## src/rtl/ddr_iq_pkg.sv

```systemverilog
package ddr_iq_pkg;

  typedef enum logic {
    MODE_SINGLE = 1'b0,
    MODE_DUAL   = 1'b1
  } chan_mode_e;

  localparam int unsigned PHASE_W = 2;

endpackage

```

## src/rtl/ddr_iq_seq.sv

```systemverilog
module ddr_iq_seq
  import ddr_iq_pkg::*;
(
  input  logic               clk,
  input  logic               rst_n,
  input  chan_mode_e         mode,
  input  logic               running,
  output logic               take,
  output logic               exp_chan,
  output logic               head_nxt
);

  logic [PHASE_W-1:0] ph_q, ph_d;
  logic               last;

  always_comb begin
    last     = (mode == MODE_DUAL) ? (ph_q == 2'd3) : (ph_q == 2'd1);
    ph_d     = last ? '0 : ph_q + 2'd1;
    take     = running ? ph_q[0] : last;
    exp_chan = (mode == MODE_DUAL) & ~ph_q[1];
    head_nxt = (mode == MODE_DUAL) ? ~ph_d[1] : (ph_d == '0);
  end

  always_ff @(posedge clk or negedge rst_n) begin
    if (!rst_n) ph_q <= '0;
    else        ph_q <= ph_d;
  end

  // ready is only one cycle wide
  assert_ready_single_R3: assert property (@(posedge clk) disable iff (!rst_n)
    take |=> !take);

  // single mode frames never reach the upper phases
  assert_phase_range_R4: assert property (@(posedge clk) disable iff (!rst_n)
    (mode == MODE_SINGLE) |=> (ph_q <= 2'd1));

endmodule

```

## src/rtl/ddr_iq_intake.sv

```systemverilog
module ddr_iq_intake
  import ddr_iq_pkg::*;
(
  input  logic       clk,
  input  logic       rst_n,
  input  chan_mode_e mode,
  input  logic       take,
  input  logic       exp_chan,
  input  logic       s_valid,
  input  logic       s_chan,
  output logic       accept,
  output logic       running,
  output logic       underflow
);

  logic run_d, uf_d, run_en, uf_en;

  always_comb begin
    accept = take & s_valid & ((mode != MODE_DUAL) | (s_chan == exp_chan));
    run_en = accept & ~running;
    run_d  = 1'b1;
    uf_en  = take & running & ~accept;
    uf_d   = 1'b1;
  end

  always_ff @(posedge clk or negedge rst_n) begin
    if (!rst_n) begin
      running   <= 1'b0;
      underflow <= 1'b0;
    end else begin
      if (run_en) running   <= run_d;
      if (uf_en)  underflow <= uf_d;
    end
  end

  assert_uf_sticky_R7: assert property (@(posedge clk) disable iff (!rst_n)
    underflow |=> underflow);

  assert_uf_needs_run_R1: assert property (@(posedge clk) disable iff (!rst_n)
    !running |=> !underflow);

endmodule

```

## src/rtl/ddr_iq_beatmux.sv

```systemverilog
module ddr_iq_beatmux #(
  parameter int unsigned SAMPLE_W = 12
) (
  input  logic                  clk,
  input  logic                  rst_n,
  input  logic                  take,
  input  logic                  accept,
  input  logic                  running,
  input  logic                  head_nxt,
  input  logic [SAMPLE_W-1:0]   s_i,
  input  logic [SAMPLE_W-1:0]   s_q,
  output logic [SAMPLE_W/2-1:0] tx_rise,
  output logic [SAMPLE_W/2-1:0] tx_fall,
  output logic                  tx_frame
);

  localparam int unsigned LANE_W = SAMPLE_W / 2;

  logic [LANE_W-1:0] hold_i_q, hold_q_q, hold_i_d, hold_q_d;
  logic [LANE_W-1:0] rise_d, fall_d;
  logic              frame_d;

  always_comb begin
    rise_d   = tx_rise;
    fall_d   = tx_fall;
    hold_i_d = hold_i_q;
    hold_q_d = hold_q_q;
    if (take) begin
      if (accept) begin
        rise_d   = s_i[SAMPLE_W-1:LANE_W];
        fall_d   = s_q[SAMPLE_W-1:LANE_W];
        hold_i_d = s_i[LANE_W-1:0];
        hold_q_d = s_q[LANE_W-1:0];
      end else begin
        rise_d   = '0;
        fall_d   = '0;
        hold_i_d = '0;
        hold_q_d = '0;
      end
    end else if (running) begin
      rise_d = hold_i_q;
      fall_d = hold_q_q;
    end
    frame_d = (running | accept) & head_nxt;
  end

  always_ff @(posedge clk or negedge rst_n) begin
    if (!rst_n) begin
      tx_rise  <= '0;
      tx_fall  <= '0;
      tx_frame <= 1'b0;
      hold_i_q <= '0;
      hold_q_q <= '0;
    end else begin
      tx_rise  <= rise_d;
      tx_fall  <= fall_d;
      tx_frame <= frame_d;
      hold_i_q <= hold_i_d;
      hold_q_q <= hold_q_d;
    end
  end

  assert_idle_quiet_R1: assert property (@(posedge clk) disable iff (!rst_n)
    !running |-> (tx_rise == '0 && tx_fall == '0 && !tx_frame));

  // lower halves follow the upper halves of the same sample
  assert_lower_from_hold_R2: assert property (@(posedge clk) disable iff (!rst_n)
    (running && !take) |=> (tx_rise == $past(hold_i_q) && tx_fall == $past(hold_q_q)));

endmodule

```

## src/rtl/ddr_iq_tx.sv

```systemverilog
module ddr_iq_tx
  import ddr_iq_pkg::*;
#(
  parameter int unsigned SAMPLE_W = 12
) (
  input  logic                  clk,
  input  logic                  rst_n,
  input  logic                  dual_mode,
  input  logic                  s_valid,
  output logic                  s_ready,
  input  logic                  s_chan,
  input  logic [SAMPLE_W-1:0]   s_i,
  input  logic [SAMPLE_W-1:0]   s_q,
  output logic [SAMPLE_W/2-1:0] tx_rise,
  output logic [SAMPLE_W/2-1:0] tx_fall,
  output logic                  tx_frame,
  output logic                  underflow
);

  logic [1:0] rsync_q;
  logic       core_rst_n;
  logic       cfg_done_q;
  chan_mode_e mode_q;
  logic       take, exp_chan, head_nxt, accept, running;

  // asynchronous assert, synchronous release
  always_ff @(posedge clk or negedge rst_n) begin
    if (!rst_n) rsync_q <= '0;
    else        rsync_q <= {rsync_q[0], 1'b1};
  end
  assign core_rst_n = rsync_q[1];

  always_ff @(posedge clk or negedge core_rst_n) begin
    if (!core_rst_n) begin
      cfg_done_q <= 1'b0;
      mode_q     <= MODE_SINGLE;
    end else begin
      cfg_done_q <= 1'b1;
      if (!cfg_done_q) mode_q <= chan_mode_e'(dual_mode);
    end
  end

  assert_mode_hold_R8: assert property (@(posedge clk) disable iff (!core_rst_n)
    cfg_done_q |=> $stable(mode_q));

  ddr_iq_seq u_seq (
    .clk      (clk),
    .rst_n    (core_rst_n),
    .mode     (mode_q),
    .running  (running),
    .take     (take),
    .exp_chan (exp_chan),
    .head_nxt (head_nxt)
  );

  ddr_iq_intake u_intake (
    .clk       (clk),
    .rst_n     (core_rst_n),
    .mode      (mode_q),
    .take      (take),
    .exp_chan  (exp_chan),
    .s_valid   (s_valid),
    .s_chan    (s_chan),
    .accept    (accept),
    .running   (running),
    .underflow (underflow)
  );

  ddr_iq_beatmux #(.SAMPLE_W(SAMPLE_W)) u_mux (
    .clk      (clk),
    .rst_n    (core_rst_n),
    .take     (take),
    .accept   (accept),
    .running  (running),
    .head_nxt (head_nxt),
    .s_i      (s_i),
    .s_q      (s_q),
    .tx_rise  (tx_rise),
    .tx_fall  (tx_fall),
    .tx_frame (tx_frame)
  );

  assign s_ready = take;

endmodule

```

## config.mk

```make
export PLATFORM = sky130hd
export DESIGN_NAME = ddr_iq_tx
export DESIGN_NICKNAME = d
export VERILOG_FILES = /design/src/rtl/ddr_iq_pkg.sv /design/src/rtl/ddr_iq_seq.sv /design/src/rtl/ddr_iq_intake.sv /design/src/rtl/ddr_iq_beatmux.sv /design/src/rtl/ddr_iq_tx.sv
export SDC_FILE = /design/constraint.sdc
export NUM_CORES = 1
export LEC_CHECK = 0
export BUFFER_PORTS_ARGS = -buffer_cell sky130_fd_sc_hd__buf_4
export CAP_MARGIN = 20
export CORE_MARGIN = 2
export CORE_UTILIZATION = 51
export CTS_CLUSTER_DIAMETER = 40
export DETAILED_ROUTE_END_ITERATION = 8
export GPL_TIMING_DRIVEN = 0
export PLACE_DENSITY = 0.78
export SYNTH_ARGS = -nofsm -noshare
export SYNTH_HDL_FRONTEND = slang
export SYNTH_SLANG_ARGS = --single-unit
```

## constraint.sdc

```tcl
create_clock -name clk -period 1.95 [get_ports clk]
set_input_delay 0.195 -clock clk [delete_from_list [all_inputs] [get_ports clk]]
set_output_delay 0.195 -clock clk [all_outputs]
set_load 0.005 [all_outputs]
```

==> metrics.md <==
| Metric | Value |
|---|---|
| Status | `finished, final reports clean` |
| Commonest non-fill, non-tap cell in the layout | `buf_4` |
| Total wire length | `4.07 mm` |
| Clock insertion delay at the later pin of the skew report | `0.34 ns` |
| Dpl hpwl | `2.99 mm` |
| First-pass GRT wire length | `6.57 mm` |
| Clock Path Buffers | `2` |
| Crit path capture type | `output pin` |
| Cell Rows | `20` |
| # nets final | `231` |
| Overall routing resource usage | `25.2%` |
| WHS | `0.0793 ns` |
| Power Density | `762 mW/mm²` |
| Initial antenna violation count | `0` |
| DIE HEIGHT | `60.6 µm` |
| DR vias | `1385` |
| Clock-pin transition on the worst setup and hold timing paths | `0.09 ns` |
| Area Overhead vs Synth | `30.9%` |
| CTS tree | `yes` |
| CP Launch Type | `register` |
| Fin. Hold Viols | `0` |
| Vias per inst | `5.65` |
| Total power | `1.63 mW` |
| Vias in the first global route | `1372` |
| H-tree Lvls | `2` |
| Initial DRC count | `61` |
| XOR/XNOR Fraction of Synth Area | `0.997%` |
| Reg area | `826 µm²` |
| CTS sink cnt | `33` |
| Starting density of the core | `53.4%` |
| # diodes | `0` |
| Data required, critical path | `1.75 ns` |
| Die X | `60.6 µm` |
| DR WL/cell | `16.6 µm` |
| Register area share after synthesis | `50.6%` |
| Maximum vdd drop | `0.000473 V` |
| GP Congestion | `0.851` |
| Core Area | `0.00305 mm²` |
| Layout fillers | `262` |
| I/O pin cnt | `44` |
| CTS Buf Count | `5` |
| Synth Area in Adders | `0.767%` |
| Largest net degree at the start of global routing | `19` |
| Layout cells sized above 1 | `38.8%` |
| Area occupied by multi-input gates | `722 µm²` |
| Final setup TNS | `0 ns` |
| Largest family of logic cells by synthesized area | `compound AO/OA/AOI/OAI gates` |
| Cell count after placement | `236` |
| Cell Area, Synth | `0.00163 mm²` |
| Final period utilization | `97.9%` |
| Critical path type | `reg2out` |
| Compound-Gate Fraction of Synth Area | `22.5%` |
| Endpoints failing setup | `0` |
| Grt total ovfl | `0` |
| DIE AREA | `0.00367 mm²` |
| Yosys reg bits | `33` |
| RSZ-0062 raised after global routing | `false` |
| Simple-Gate Fraction of Synth Area | `10.2%` |
| I/O Buffers | `43` |
| Warnings, synthesis | `0` |
| Peak Freq | `524 MHz` |
| DRT Pass-1 Iters | `4` |
| Clk root buf | `clkbuf_4` |
| Post-synthesis mux area share | `8.05%` |
| Max-slew violations | `0` |
| Final ANT Viol Nets | `0` |
| Slew headroom | `55.4%` |
| Mapped Avg Cell Area | `11.1 µm²` |
| Slew @ Worst Pin | `0.669 ns` |
| LEAKAGE | `1.00 nW` |
| Mapped Cells | `147` |
| DRC | `0` |
| Crit path max fanout | `10` |
| Final min period | `1.91 ns` |
| Final Skew | `0.0104 ns` |
| Crit path DAT | `1.71 ns` |
| Min-Delay Path Class | `in2reg` |
| Cell Count, Final, Fillers Out | `245` |
| Most frequent cells in the layout | `buf_4 (47), dfrtp_1 (33), nand2_1 (25)` |
| Max Cap Viol | `0` |
| Synth unique cells | `25` |
where the power goes:
group / switching [mW] / total (mW) / internal (mW) / leakage (nW)
registers: 0.0618 / 0.815 / 0.753 / 0.418
clock network: 0.217 / 0.386 / 0.170 / 0.0314
logic: 0.223 / 0.425 / 0.202 / 0.552
Yosys cell counts, drive strengths merged:
master  number  area share, %
mux2         1           0.69
xnor2        1            1.0
o211ai      14            7.4
conb         1           0.23
buf          9            4.4
clkbuf       3            1.3
dfrtp       33             51
ha           1           0.77
nand2       25            5.8
a221oi      12            9.1
o21ai       15            5.1
mux2i       12            7.4
or3          1           0.38
o21bai       1           0.46
nand4        1           0.38
a31o         1           0.54
nor3        12            3.7
inv          4           0.92
critical path: stages (launching register included):
cell     delay (ns)
dfrtp_1        0.42
inv_1          0.14
ha_4           0.25
o21ai_4        0.17
inv_4          0.08
buf_4          0.17
buf_4          0.14
worst paths after layout:
check	from	end	slack (ns)	depth (start not counted)
max reg2reg	u_seq.ph_q[1]	u_mux.hold_q_q[4]	0.20	7
max	u_seq.ph_q[1]	s_ready	0.04	6
min	dual_mode	mode_q	0.08	2
min reg2reg	rsync_q[1]	mode_q	0.27	0
max in group asynchronous	rsync_q[1]	u_seq.ph_q[0]	1.16	1
min in group asynchronous	rst_n	rsync_q[1]	0.17	2
cell type report:
type | instances | area share (%)
clock buffer | 7 | 2.58
timing repair buffer | 46 | 17.2
buffer | 12 | 4.34
multi-input combinational | 99 | 33.8
tap | 44 | 2.58
inverter | 4 | 0.820
sequential | 33 | 38.7
registers in the layout (all words and copies together) (netlist names):
register	flops
u_seq.ph_q	2
cfg_done_q	1
u_mux.hold_q_q	6
rsync_q	2
u_mux.hold_i_q	6
u_mux.tx_frame	1
u_intake.underflow	1
u_intake.running	1
mode_q	1
u_mux.tx_rise	6
u_mux.tx_fall	6
metrics by stage:
stage          worst slack (ns)  area [µm²]  util [%]
2_1_floorplan             0.421        1640         -
3_3_place_gp              0.227        2010      65.9
3_5_place_dp              0.177        2040      66.8
4_1_cts                  0.0139        2120      69.5
5_1_grt                0.000464        2140      70.0
6_report                 0.0400        2140      70.0
kinds of logic (layout without fill, tap and decap cells):
| group | Yosys count | count (layout) |
|---|---|---|
| muxes | 13 | 13 |
| xor gates and xnor gates | 1 | 1 |
| DFF | 33 | 33 |
| other | 1 | 2 |
| adders and majority gates | 1 | 1 |
| and+or+nand+nor | 39 | 39 |
| buffers and inverters | 16 | 69 |
| AOI/OAI and AO/OA | 43 | 43 |
per-layer routing:
layer	track usage [%]	up-vias	wire length (µm)	share of wire [%]
li1	-	652	-	-
met3	4.90	8	189	4.6
met1	33.7	676	1730	43
met4	13.0	0	78	1.9
met2	39.0	49	2070	51
met5	0	-	0	0
repair_timing:
| action | CTS | global route |
|---|---|---|
| endpoints found under the setup margin | 1 | 1 |
| gates resized for setup | 2 | 2 |
| buffers inserted | 1 | 0 |
| hold buffers | 1 | 0 |
| hold endpoints to repair | 2 | 0 |
| pin swaps | 1 | 0 |
Note: power is estimated with default switching activity, not from simulation.
